File: src/rtl/cwl_pkg.sv
package cwl_pkg;
  localparam int NUM_WAYS_DEF = 4;
  localparam int DATA_W_DEF   = 32;
  localparam int CNT_W_DEF    = 4;

  localparam logic [2:0] LOCK_OP1   = 3'd0;
  localparam logic [3:0] LOCK_CRN   = 4'd9;
  localparam logic [3:0] LOCK_CRM   = 4'd0;
  localparam logic [2:0] OP2_DATA   = 3'd0;
  localparam logic [2:0] OP2_INSTR  = 3'd1;

  typedef enum logic {
    SIDE_DATA  = 1'b0,
    SIDE_INSTR = 1'b1
  } side_e;
endpackage

File: src/rtl/cwl_cp_decode.sv
module cwl_cp_decode
  import cwl_pkg::*;
(
  input  logic       valid_i,
  input  logic [2:0] op1_i,
  input  logic [3:0] crn_i,
  input  logic [3:0] crm_i,
  input  logic [2:0] op2_i,
  output logic [1:0] sel_o,
  output logic       miss_o
);
  logic reg_hit;

  assign reg_hit = valid_i && (op1_i == LOCK_OP1) && (crn_i == LOCK_CRN)
                   && (crm_i == LOCK_CRM);

  always_comb begin
    sel_o = '0;
    sel_o[SIDE_DATA]  = reg_hit && (op2_i == OP2_DATA);
    sel_o[SIDE_INSTR] = reg_hit && (op2_i == OP2_INSTR);
  end

  assign miss_o = valid_i && (sel_o == '0);
endmodule

File: src/rtl/cwl_mask_reg.sv
module cwl_mask_reg #(
  parameter int NUM_WAYS = 4,
  parameter int DATA_W   = 32
) (
  input  logic                clk_i,
  input  logic                rst_ni,
  input  logic                wr_en_i,
  input  logic                hold_i,
  input  logic [DATA_W-1:0]   wdata_i,
  output logic [NUM_WAYS-1:0] mask_o
);
  logic [NUM_WAYS-1:0] mask_q;

  always_ff @(posedge clk_i or negedge rst_ni) begin
    if (!rst_ni)                 mask_q <= '0;
    else if (wr_en_i && !hold_i) mask_q <= wdata_i[NUM_WAYS-1:0];
  end

  assign mask_o = mask_q;

  AST_HOLD_WHILE_FILLS: assert property (@(posedge clk_i) disable iff (!rst_ni)
    (wr_en_i && hold_i) |=> $stable(mask_q));
  AST_WRITE_EXACT: assert property (@(posedge clk_i) disable iff (!rst_ni)
    (wr_en_i && !hold_i) |=> (mask_q == $past(wdata_i[NUM_WAYS-1:0])));
endmodule

File: src/rtl/cwl_victim_sel.sv
module cwl_victim_sel #(
  parameter int NUM_WAYS = 4,
  localparam int WAY_W = $clog2(NUM_WAYS)
) (
  input  logic                clk_i,
  input  logic                rst_ni,
  input  logic [NUM_WAYS-1:0] mask_i,
  input  logic                commit_i,
  output logic [WAY_W-1:0]    victim_o,
  output logic                none_o
);
  logic [WAY_W-1:0] ptr_q;
  logic [WAY_W-1:0] ptr_next;
  logic [WAY_W-1:0] idx;

  // Downward scan so the nearest unlocked way from ptr_q wins.
  always_comb begin
    victim_o = '0;
    none_o   = 1'b1;
    idx      = '0;
    for (int j = NUM_WAYS - 1; j >= 0; j--) begin
      idx = WAY_W'((int'(ptr_q) + j) % NUM_WAYS);
      if (!mask_i[idx]) begin
        victim_o = idx;
        none_o   = 1'b0;
      end
    end
  end

  assign ptr_next = (int'(victim_o) == NUM_WAYS - 1) ? '0 : victim_o + 1'b1;

  always_ff @(posedge clk_i or negedge rst_ni) begin
    if (!rst_ni)                 ptr_q <= '0;
    else if (commit_i && !none_o) ptr_q <= ptr_next;
  end

  AST_VICTIM_UNLOCKED: assert property (@(posedge clk_i) disable iff (!rst_ni)
    !none_o |-> !mask_i[victim_o]);
  AST_NONE_ALL_LOCKED: assert property (@(posedge clk_i) disable iff (!rst_ni)
    none_o |-> (&mask_i && victim_o == '0));
  AST_PTR_HOLD: assert property (@(posedge clk_i) disable iff (!rst_ni)
    (!commit_i || none_o) |=> $stable(ptr_q));
endmodule

File: src/rtl/cache_way_lock.sv
module cache_way_lock
  import cwl_pkg::*;
#(
  parameter int NUM_WAYS = NUM_WAYS_DEF,
  parameter int DATA_W   = DATA_W_DEF,
  parameter int CNT_W    = CNT_W_DEF,
  localparam int WAY_W = $clog2(NUM_WAYS)
) (
  input  logic              clk_i,
  input  logic              rst_ni,
  input  logic              cp_valid_i,
  input  logic              cp_write_i,
  input  logic [2:0]        cp_op1_i,
  input  logic [3:0]        cp_crn_i,
  input  logic [3:0]        cp_crm_i,
  input  logic [2:0]        cp_op2_i,
  input  logic [DATA_W-1:0] cp_wdata_i,
  output logic [DATA_W-1:0] cp_rdata_o,
  output logic              cp_miss_o,
  output logic              cp_stall_o,
  input  logic              fill_req_i,
  input  logic              fill_side_i,
  input  logic [CNT_W-1:0]  fill_pending_i,
  input  logic              rr_adv_i,
  output logic [WAY_W-1:0]  victim_way_o,
  output logic              no_alloc_o
);
  localparam int NUM_SIDES = 2;

  logic [NUM_SIDES-1:0]               sel;
  logic                               fills_busy;
  logic [NUM_SIDES-1:0][NUM_WAYS-1:0] mask;
  logic [NUM_SIDES-1:0][WAY_W-1:0]    vict;
  logic [NUM_SIDES-1:0]               none;

  cwl_cp_decode u_dec (
    .valid_i (cp_valid_i),
    .op1_i   (cp_op1_i),
    .crn_i   (cp_crn_i),
    .crm_i   (cp_crm_i),
    .op2_i   (cp_op2_i),
    .sel_o   (sel),
    .miss_o  (cp_miss_o)
  );

  assign fills_busy = (fill_pending_i != '0);
  assign cp_stall_o = cp_write_i && (sel != '0) && fills_busy;

  for (genvar s = 0; s < NUM_SIDES; s++) begin : g_side
    cwl_mask_reg #(
      .NUM_WAYS (NUM_WAYS),
      .DATA_W   (DATA_W)
    ) u_mask (
      .clk_i   (clk_i),
      .rst_ni  (rst_ni),
      .wr_en_i (cp_write_i && sel[s]),
      .hold_i  (fills_busy),
      .wdata_i (cp_wdata_i),
      .mask_o  (mask[s])
    );

    cwl_victim_sel #(
      .NUM_WAYS (NUM_WAYS)
    ) u_vsel (
      .clk_i    (clk_i),
      .rst_ni   (rst_ni),
      .mask_i   (mask[s]),
      .commit_i (fill_req_i && rr_adv_i && (fill_side_i == 1'(s))),
      .victim_o (vict[s]),
      .none_o   (none[s])
    );
  end

  always_comb begin
    cp_rdata_o = '0;
    if (sel[SIDE_DATA])       cp_rdata_o = {{(DATA_W-NUM_WAYS){1'b0}}, mask[SIDE_DATA]};
    else if (sel[SIDE_INSTR]) cp_rdata_o = {{(DATA_W-NUM_WAYS){1'b0}}, mask[SIDE_INSTR]};
  end

  assign victim_way_o = vict[fill_side_i];
  assign no_alloc_o   = none[fill_side_i];

  AST_MISS_READS_ZERO: assert property (@(posedge clk_i) disable iff (!rst_ni)
    cp_miss_o |-> (cp_rdata_o == '0 && !cp_stall_o));
  AST_UPPER_ZERO: assert property (@(posedge clk_i) disable iff (!rst_ni)
    (cp_rdata_o >> NUM_WAYS) == '0);
endmodule

File: config.mk
export PLATFORM = sky130hd
export DESIGN_NAME = cache_way_lock
export DESIGN_NICKNAME = d
export VERILOG_FILES = /design/src/rtl/cwl_pkg.sv /design/src/rtl/cwl_cp_decode.sv /design/src/rtl/cwl_mask_reg.sv /design/src/rtl/cwl_victim_sel.sv /design/src/rtl/cache_way_lock.sv
export SDC_FILE = /design/constraint.sdc
export NUM_CORES = 1
export LEC_CHECK = 0
export CAP_MARGIN = 20
export CORE_MARGIN = 2
export CORE_UTILIZATION = 33
export DETAILED_ROUTE_END_ITERATION = 8
export PLACE_DENSITY = 0.84
export SETUP_SLACK_MARGIN = 0.2
export SLEW_MARGIN = 20
export SYNTH_ARGS = -nofsm -noshare
export SYNTH_HDL_FRONTEND = slang
export SYNTH_SLANG_ARGS = --single-unit
File: constraint.sdc
create_clock -name clk_i -period 2.9 [get_ports clk_i]
set_input_delay 0.58 -clock clk_i [delete_from_list [all_inputs] [get_ports clk_i]]
set_output_delay 0.58 -clock clk_i [all_outputs]
set_load 0.05 [all_outputs]
==> results.md, run 1 <==
* Wire length per cell at 10.9 um
* GRT overflow at 0
* M1 WL at 783 um
* Largest net degree at the start of global routing at 13
* Top cell family by delay on the critical path: simple AND/OR/NAND/NOR gates
* Post-synthesis cell count at 111
* Status: completed
* Synthesized area at 1040 sq um
* CTS Root Cell: clkbuf_4
* Static Leak at 0.661 nW
* # Post-CTS Setup Buffers at 0
* Pre-antenna DRT Iters at 4
* CP Max Fanout at 8
* Fmax at 378 MHz
* Detailed Place HPWL at 1790 um
* Switching share of total power at 0.435
* Layout Area Growth over Synthesis at 41.5%
* Die Span X at 60.2 um
* Row count at 20
* Commonest non-fill, non-tap cells in the layout: conb_1, clkdlybuf4s50_1, dfrtp_1
* Synth cell types at 29
* Post-synthesis sequential area ratio at 0.288
* DR vias/cell at 4.40
* Yosys warns at 0
* Worst path required time at 2.32 ns
* CP peak stage delay at 0.45 ns
* Core region area at 3030 sq um
* HP Class: reg2reg
* Cell Int Power at 431 uW
* Detailed-route wire length at 2110 um
* Startpoint types: input pin
* RSZ-0062 raised after global routing: no
* Setup TNS at 0 ns
* First-pass GRT wire length at 3500 um
* Worst-Margin Slew at 0.549 ns
* Total track usage at 0.131
* Final antenna diode count at 0
* Share of cells above drive strength 1 at 0.213
* RePlAce Congestion at 0.782
* CP Cell Sequence: clkdlybuf4s50_1 -> nor4_4 -> nand4_4 -> nor3b_2 -> buf_12
* Post-Syn Area per Cell at 9.40 sq um
* Pwr/cell area at 516 nW/um^2
* Worst EP arrival at 2.06 ns
* Clock share of power at 0.179
* Post-layout minimum cycle time at 2.64 ns
* Reg clk slew, reported paths at 0.08 ns
* Io pins at 94
* Wire length on met2 at 1190 um
* CTS tree: done
* Crit path kind: in2out
* Worst skew pair latency at 0.28 ns
* Top layer in use: met4
* DRC at 0
* Met3 WL at 94 um
* Clock buffer depth at 2
* Max-Cap Viols at 0
* Sink Count at 12
* ANT nets after route at 0
* Final Cycle Share at 0.912
* Utilization after layout at 0.488
* Final setup vio count at 0
* Vias in the first global route at 828
* Die Y-Extent at 60.2 um
* Post-synthesis register bit count at 12
* Yosys top cell by area: dfrtp_1
* Initial Util at 0.345
* Final hold vios at 0
* Antenna violations before repair at 0
* Max IR drop VDD at 0.000240 V
* Reg power frac at 0.296
* Logic pwr share at 0.525
* Via count of the routed design at 854
* Die ar. at 3630 sq um
* CP Capture Type: output port
* CP max stage cell: clkdlybuf4s50_1
* Buffers and inverters on the worst path at 2
* Psw at 331 uW
* Synth area leaders: dfrtp_1, buf_4, mux2_2
* Dpl cells at 190
* CTS Buf Count at 3
* Setup Skew at 0.000810 ns
* CTS H-tree lvls at 1
* I/O Buffers at 37
* Non-filler instance count after layout at 194
* NumNets Final at 208
* 1st-iter DRT viols at 14
* Slew Viols, Final at 0
* Post-synth top area share at 0.288
* Slew HR at 0.633
## power by group through the flow
stage                     Clock [mW]  Sequential (mW)  Combinational [mW]
final                          0.136            0.226               0.400
after global placement             0            0.228               0.395
after floorplan                    0            0.221               0.309
after global routing           0.146            0.231               0.430
after CTS                      0.140            0.225               0.401
after detailed placement           0            0.229               0.401
## Yosys cell counts
library cell and n:
buf_4 28, nor4_1 1, nand2b_1 1, nor4b_4 1
mux2_2 11, nand2_1 3, o221ai_1 2, nor2_1 11
nand4_4 1, a22o_1 1, a21oi_1 3, nor3b_1 1
a22oi_1 1, dfrtp_1 12, a31oi_1 1, mux2i_1 6
nor3_4 2, o21ai_0 6, nand4_1 3, or3_1 1
inv_1 6, xor2_1 2, clkbuf_1 1, and4b_1 1
nor4_2 1, and2_2 1, nor2b_1 1, nor3_1 1
conb_1 1
## cells by family (layout without fill, tap and decap cells)
logic type	Yosys count	count (layout)	synth area share
xor gates and xnor gates	2	2	0.0168
and+or+nand+nor	30	30	0.207
DFF	12	12	0.288
muxes	17	17	0.176
AOI/OAI and AO/OA	14	14	0.0815
buffers and inverters	35	47	0.227
other	1	28	0.00359
## metrics by stage
stage               hold slack, ns  power (mW)  worst slack [ns]  area (sq um)
floorplan                    0.284       0.530             0.446          1150
global placement             0.536       0.623             0.255          1430
detailed placement           0.540       0.630             0.212          1430
CTS                          0.557       0.767             0.217          1460
global route                 0.600       0.807             0.204          1480
finish                       0.557       0.762             0.256          1480
## metal layers
metal | vias to the layer above | track usage
met5 | - | 0
met4 | 0 | 0.0571
met3 | 5 | 0.0260
met2 | 26 | 0.247
met1 | 408 | 0.138
li1 | 415 | -
## what timing repair did
item,CTS,global route
hold buffers,0,0
endpoints found under the hold margin,0,0
setup endpoints to repair,0,5
gates resized for setup,0,2
## area by class of cell
cell class	instances	area [sq um]
Fill cell	285	1550
Multi-Input combinational cell	91	627
Timing Repair Buffer	37	435
Sequential cell	12	300
Tap cell	44	55.1
Clock buffer	4	36.3
Inverter	6	22.5
## registers in the layout, summed over array words and instances, names as in the netlist
register,cells
g_side.u_vsel.ptr_q,4
g_side.u_mask.mask_o,8
## worst paths after layout
| kind | start | end | slack (ns) | cells past startpoint |
|---|---|---|---|---|
| max in group asynchronous | rst_ni | g_side[0].u_mask.mask_o[2] | 1.89 | 1 |
| setup reg to reg | g_side[0].u_mask.mask_o[1] | g_side[0].u_vsel.ptr_q[1] | 1.32 | 5 |
| min in group asynchronous | rst_ni | g_side[1].u_vsel.ptr_q[1] | 0.65 | 1 |
| setup / recovery | cp_crm_i[0] | cp_stall_o | 0.26 | 5 |
| hold reg to reg | g_side[1].u_vsel.ptr_q[0] | g_side[1].u_vsel.ptr_q[0] | 0.56 | 1 |
| hold / removal | g_side[1].u_vsel.ptr_q[0] | g_side[1].u_vsel.ptr_q[0] | 0.56 | 1 |
No activity file was read; power rests on OpenSTA's default activity.
==> inputs of run 2 (changes only) <==
--- a/config.mk
+++ b/config.mk
@@ -6,6 +6,7 @@
 export NUM_CORES = 1
 export LEC_CHECK = 0
 export CAP_MARGIN = 20
+export CORE_ASPECT_RATIO = 1.75
 export CORE_MARGIN = 2
 export CORE_UTILIZATION = 33
 export DETAILED_ROUTE_END_ITERATION = 8
==> results.md, run 2 (synthesized netlist as in run 1, its figures left out) <==
* Core region area at 3070 sq um
* Hold Buf Count CTS at 0
* DR vias/cell at 4.41
* Pwr/cell area at 545 nW/um^2
* HP Class: reg2reg
* Reg2Reg Setup Slack at 1.34 ns
* Worst Min Path Start: g_side[1].u_vsel.ptr_q[0]
* Via count of the routed design at 851
* Commonest non-fill, non-tap cells in the layout: conb_1, clkdlybuf4s50_1, dfrtp_1
* CP Capture Type: output port
* CTS Buf Count at 3
* Hold Path End: g_side[1].u_vsel.ptr_q[0]
* Antenna violations before repair at 0
* Startpoint types: input pin
* 1st-iter DRT viols at 18
* CTS tree: done
* Crit path kind: in2out
* Dpl cells at 189
* RSZ-0062 raised after global routing: no
* Status: completed
* Static Leak at 0.672 nW
* Total power at 819 uW
* Worst EP arrival at 2.05 ns
* DRC at 0
* Sink Count at 12
* Worst r2r src: g_side[0].u_mask.mask_o[1]
* Pre-CTS WS at 0.221 ns
* ANT nets after route at 0
* RePlAce Congestion at 0.726
* I/O Buffers at 37
* Final hold vios at 0
* Max IR drop VDD at 0.000304 V
* Setup TNS at 0 ns
* Layout Area Growth over Synthesis at 43.9%
* GRT overflow at 0
* Max reg flops at 8
* Share of cells above drive strength 1 at 0.213
* Fmax at 381 MHz
* Die Span X at 46.5 um
* Detailed Place HPWL at 1860 um
* Post-layout minimum cycle time at 2.63 ns
* Reg clk slew, reported paths at 0.06 ns
* CP Max Fanout at 8
* Row count at 27
* Worst setup margin at 0.274 ns
* Slew HR at 0.584
* Fillers at 291
* Clock buffer depth at 2
* Largest net degree at the start of global routing at 13
* NumNets Final at 208
* R2r worst-path depth at 5
* Pre-antenna DRT Iters at 4
* Vias in the first global route at 818
* CTS H-tree lvls at 1
* Io pins at 94
* Setup Skew at 0.00597 ns
* Detailed-route wire length at 2200 um
* Non-filler instance count after layout at 193
* Total track usage at 0.131
* Final antenna diode count at 0
* Worst skew pair latency at 0.25 ns
* Capture point of the worst reg-to-reg path: g_side[0].u_vsel.ptr_q[1]
* WHS Path Cells at 1
* Die ar. at 3650 sq um
* First-pass GRT wire length at 3450 um
* Slew Viols, Final at 0
* Max-Cap Viols at 0
* Final setup vio count at 0
* Die Y-Extent at 78.4 um
* Initial Util at 0.339
* CTS Root Cell: clkbuf_8
* Worst-Margin Slew at 0.618 ns
* Worst path required time at 2.32 ns
* Final Cycle Share at 0.906
* Wire length per cell at 11.4 um
run 2: cell counts in the layout (fill, tap and decap cells not counted):
No cell type changed its count.
run 2: worst max path at each step:
| stage | start | endpoint | slack [ns] | depth (start not counted) |
|---|---|---|---|---|
| floorplan | g_side[0].u_mask.mask_o[1] | victim_way_o[0] | 0.45 | 4 |
| global placement | cp_crn_i[3] | cp_stall_o | 0.22 | 6 |
| detailed placement | cp_op1_i[1] | cp_stall_o | 0.22 | 5 |
| CTS | cp_crm_i[0] | cp_stall_o | 0.21 | 5 |
| global route | cp_op1_i[2] | cp_stall_o | 0.18 | 5 |
| finish | cp_op1_i[2] | cp_stall_o | 0.27 | 5 |
run 2: through the flow:
stage | util | instance area, sq um | hold WS, ns
detailed placement | 0.464 | 1430 | 0.545
global placement | 0.464 | 1430 | 0.535
CTS | 0.481 | 1480 | 0.557
floorplan | - | 1150 | 0.284
finish | 0.488 | 1500 | 0.563
global route | 0.488 | 1500 | 0.584
run 2: cell type report:
cell class	instances	area [sq um]	share of cell area
Clock buffer	4	55.1	0.0367
Inverter	6	22.5	0.0150
Multi-Input combinational cell	91	634	0.422
Sequential cell	12	300	0.200
Tap cell	43	53.8	0.0358
Timing Repair Buffer	37	435	0.290
run 2: power breakdown:
| part | switching, mW | internal, mW | total [mW] |
|---|---|---|---|
| registers | 0.0310 | 0.195 | 0.226 |
| clock network | 0.0659 | 0.120 | 0.186 |
| logic | 0.246 | 0.160 | 0.406 |
| total | 0.343 | 0.476 | 0.819 |
run 2: worst max-delay path, stage by stage:
cell and delay (ns):
clkdlybuf4s50_1 0.45, nor4b_4 0.34, nand4_4 0.24, nor3b_4 0.27
buf_12 0.16
run 2: routing by layer:
metal	part of all wire	global-route usage
met5	0	0
met4	0.031	0.0771
met3	0.091	0.0253
met2	0.56	0.242
met1	0.31	0.121
run 2: timing repair:
item	4_1_cts	5_1_grt
setup endpoints to repair	0	6
buffers inserted	0	0
resized for setup	0	4
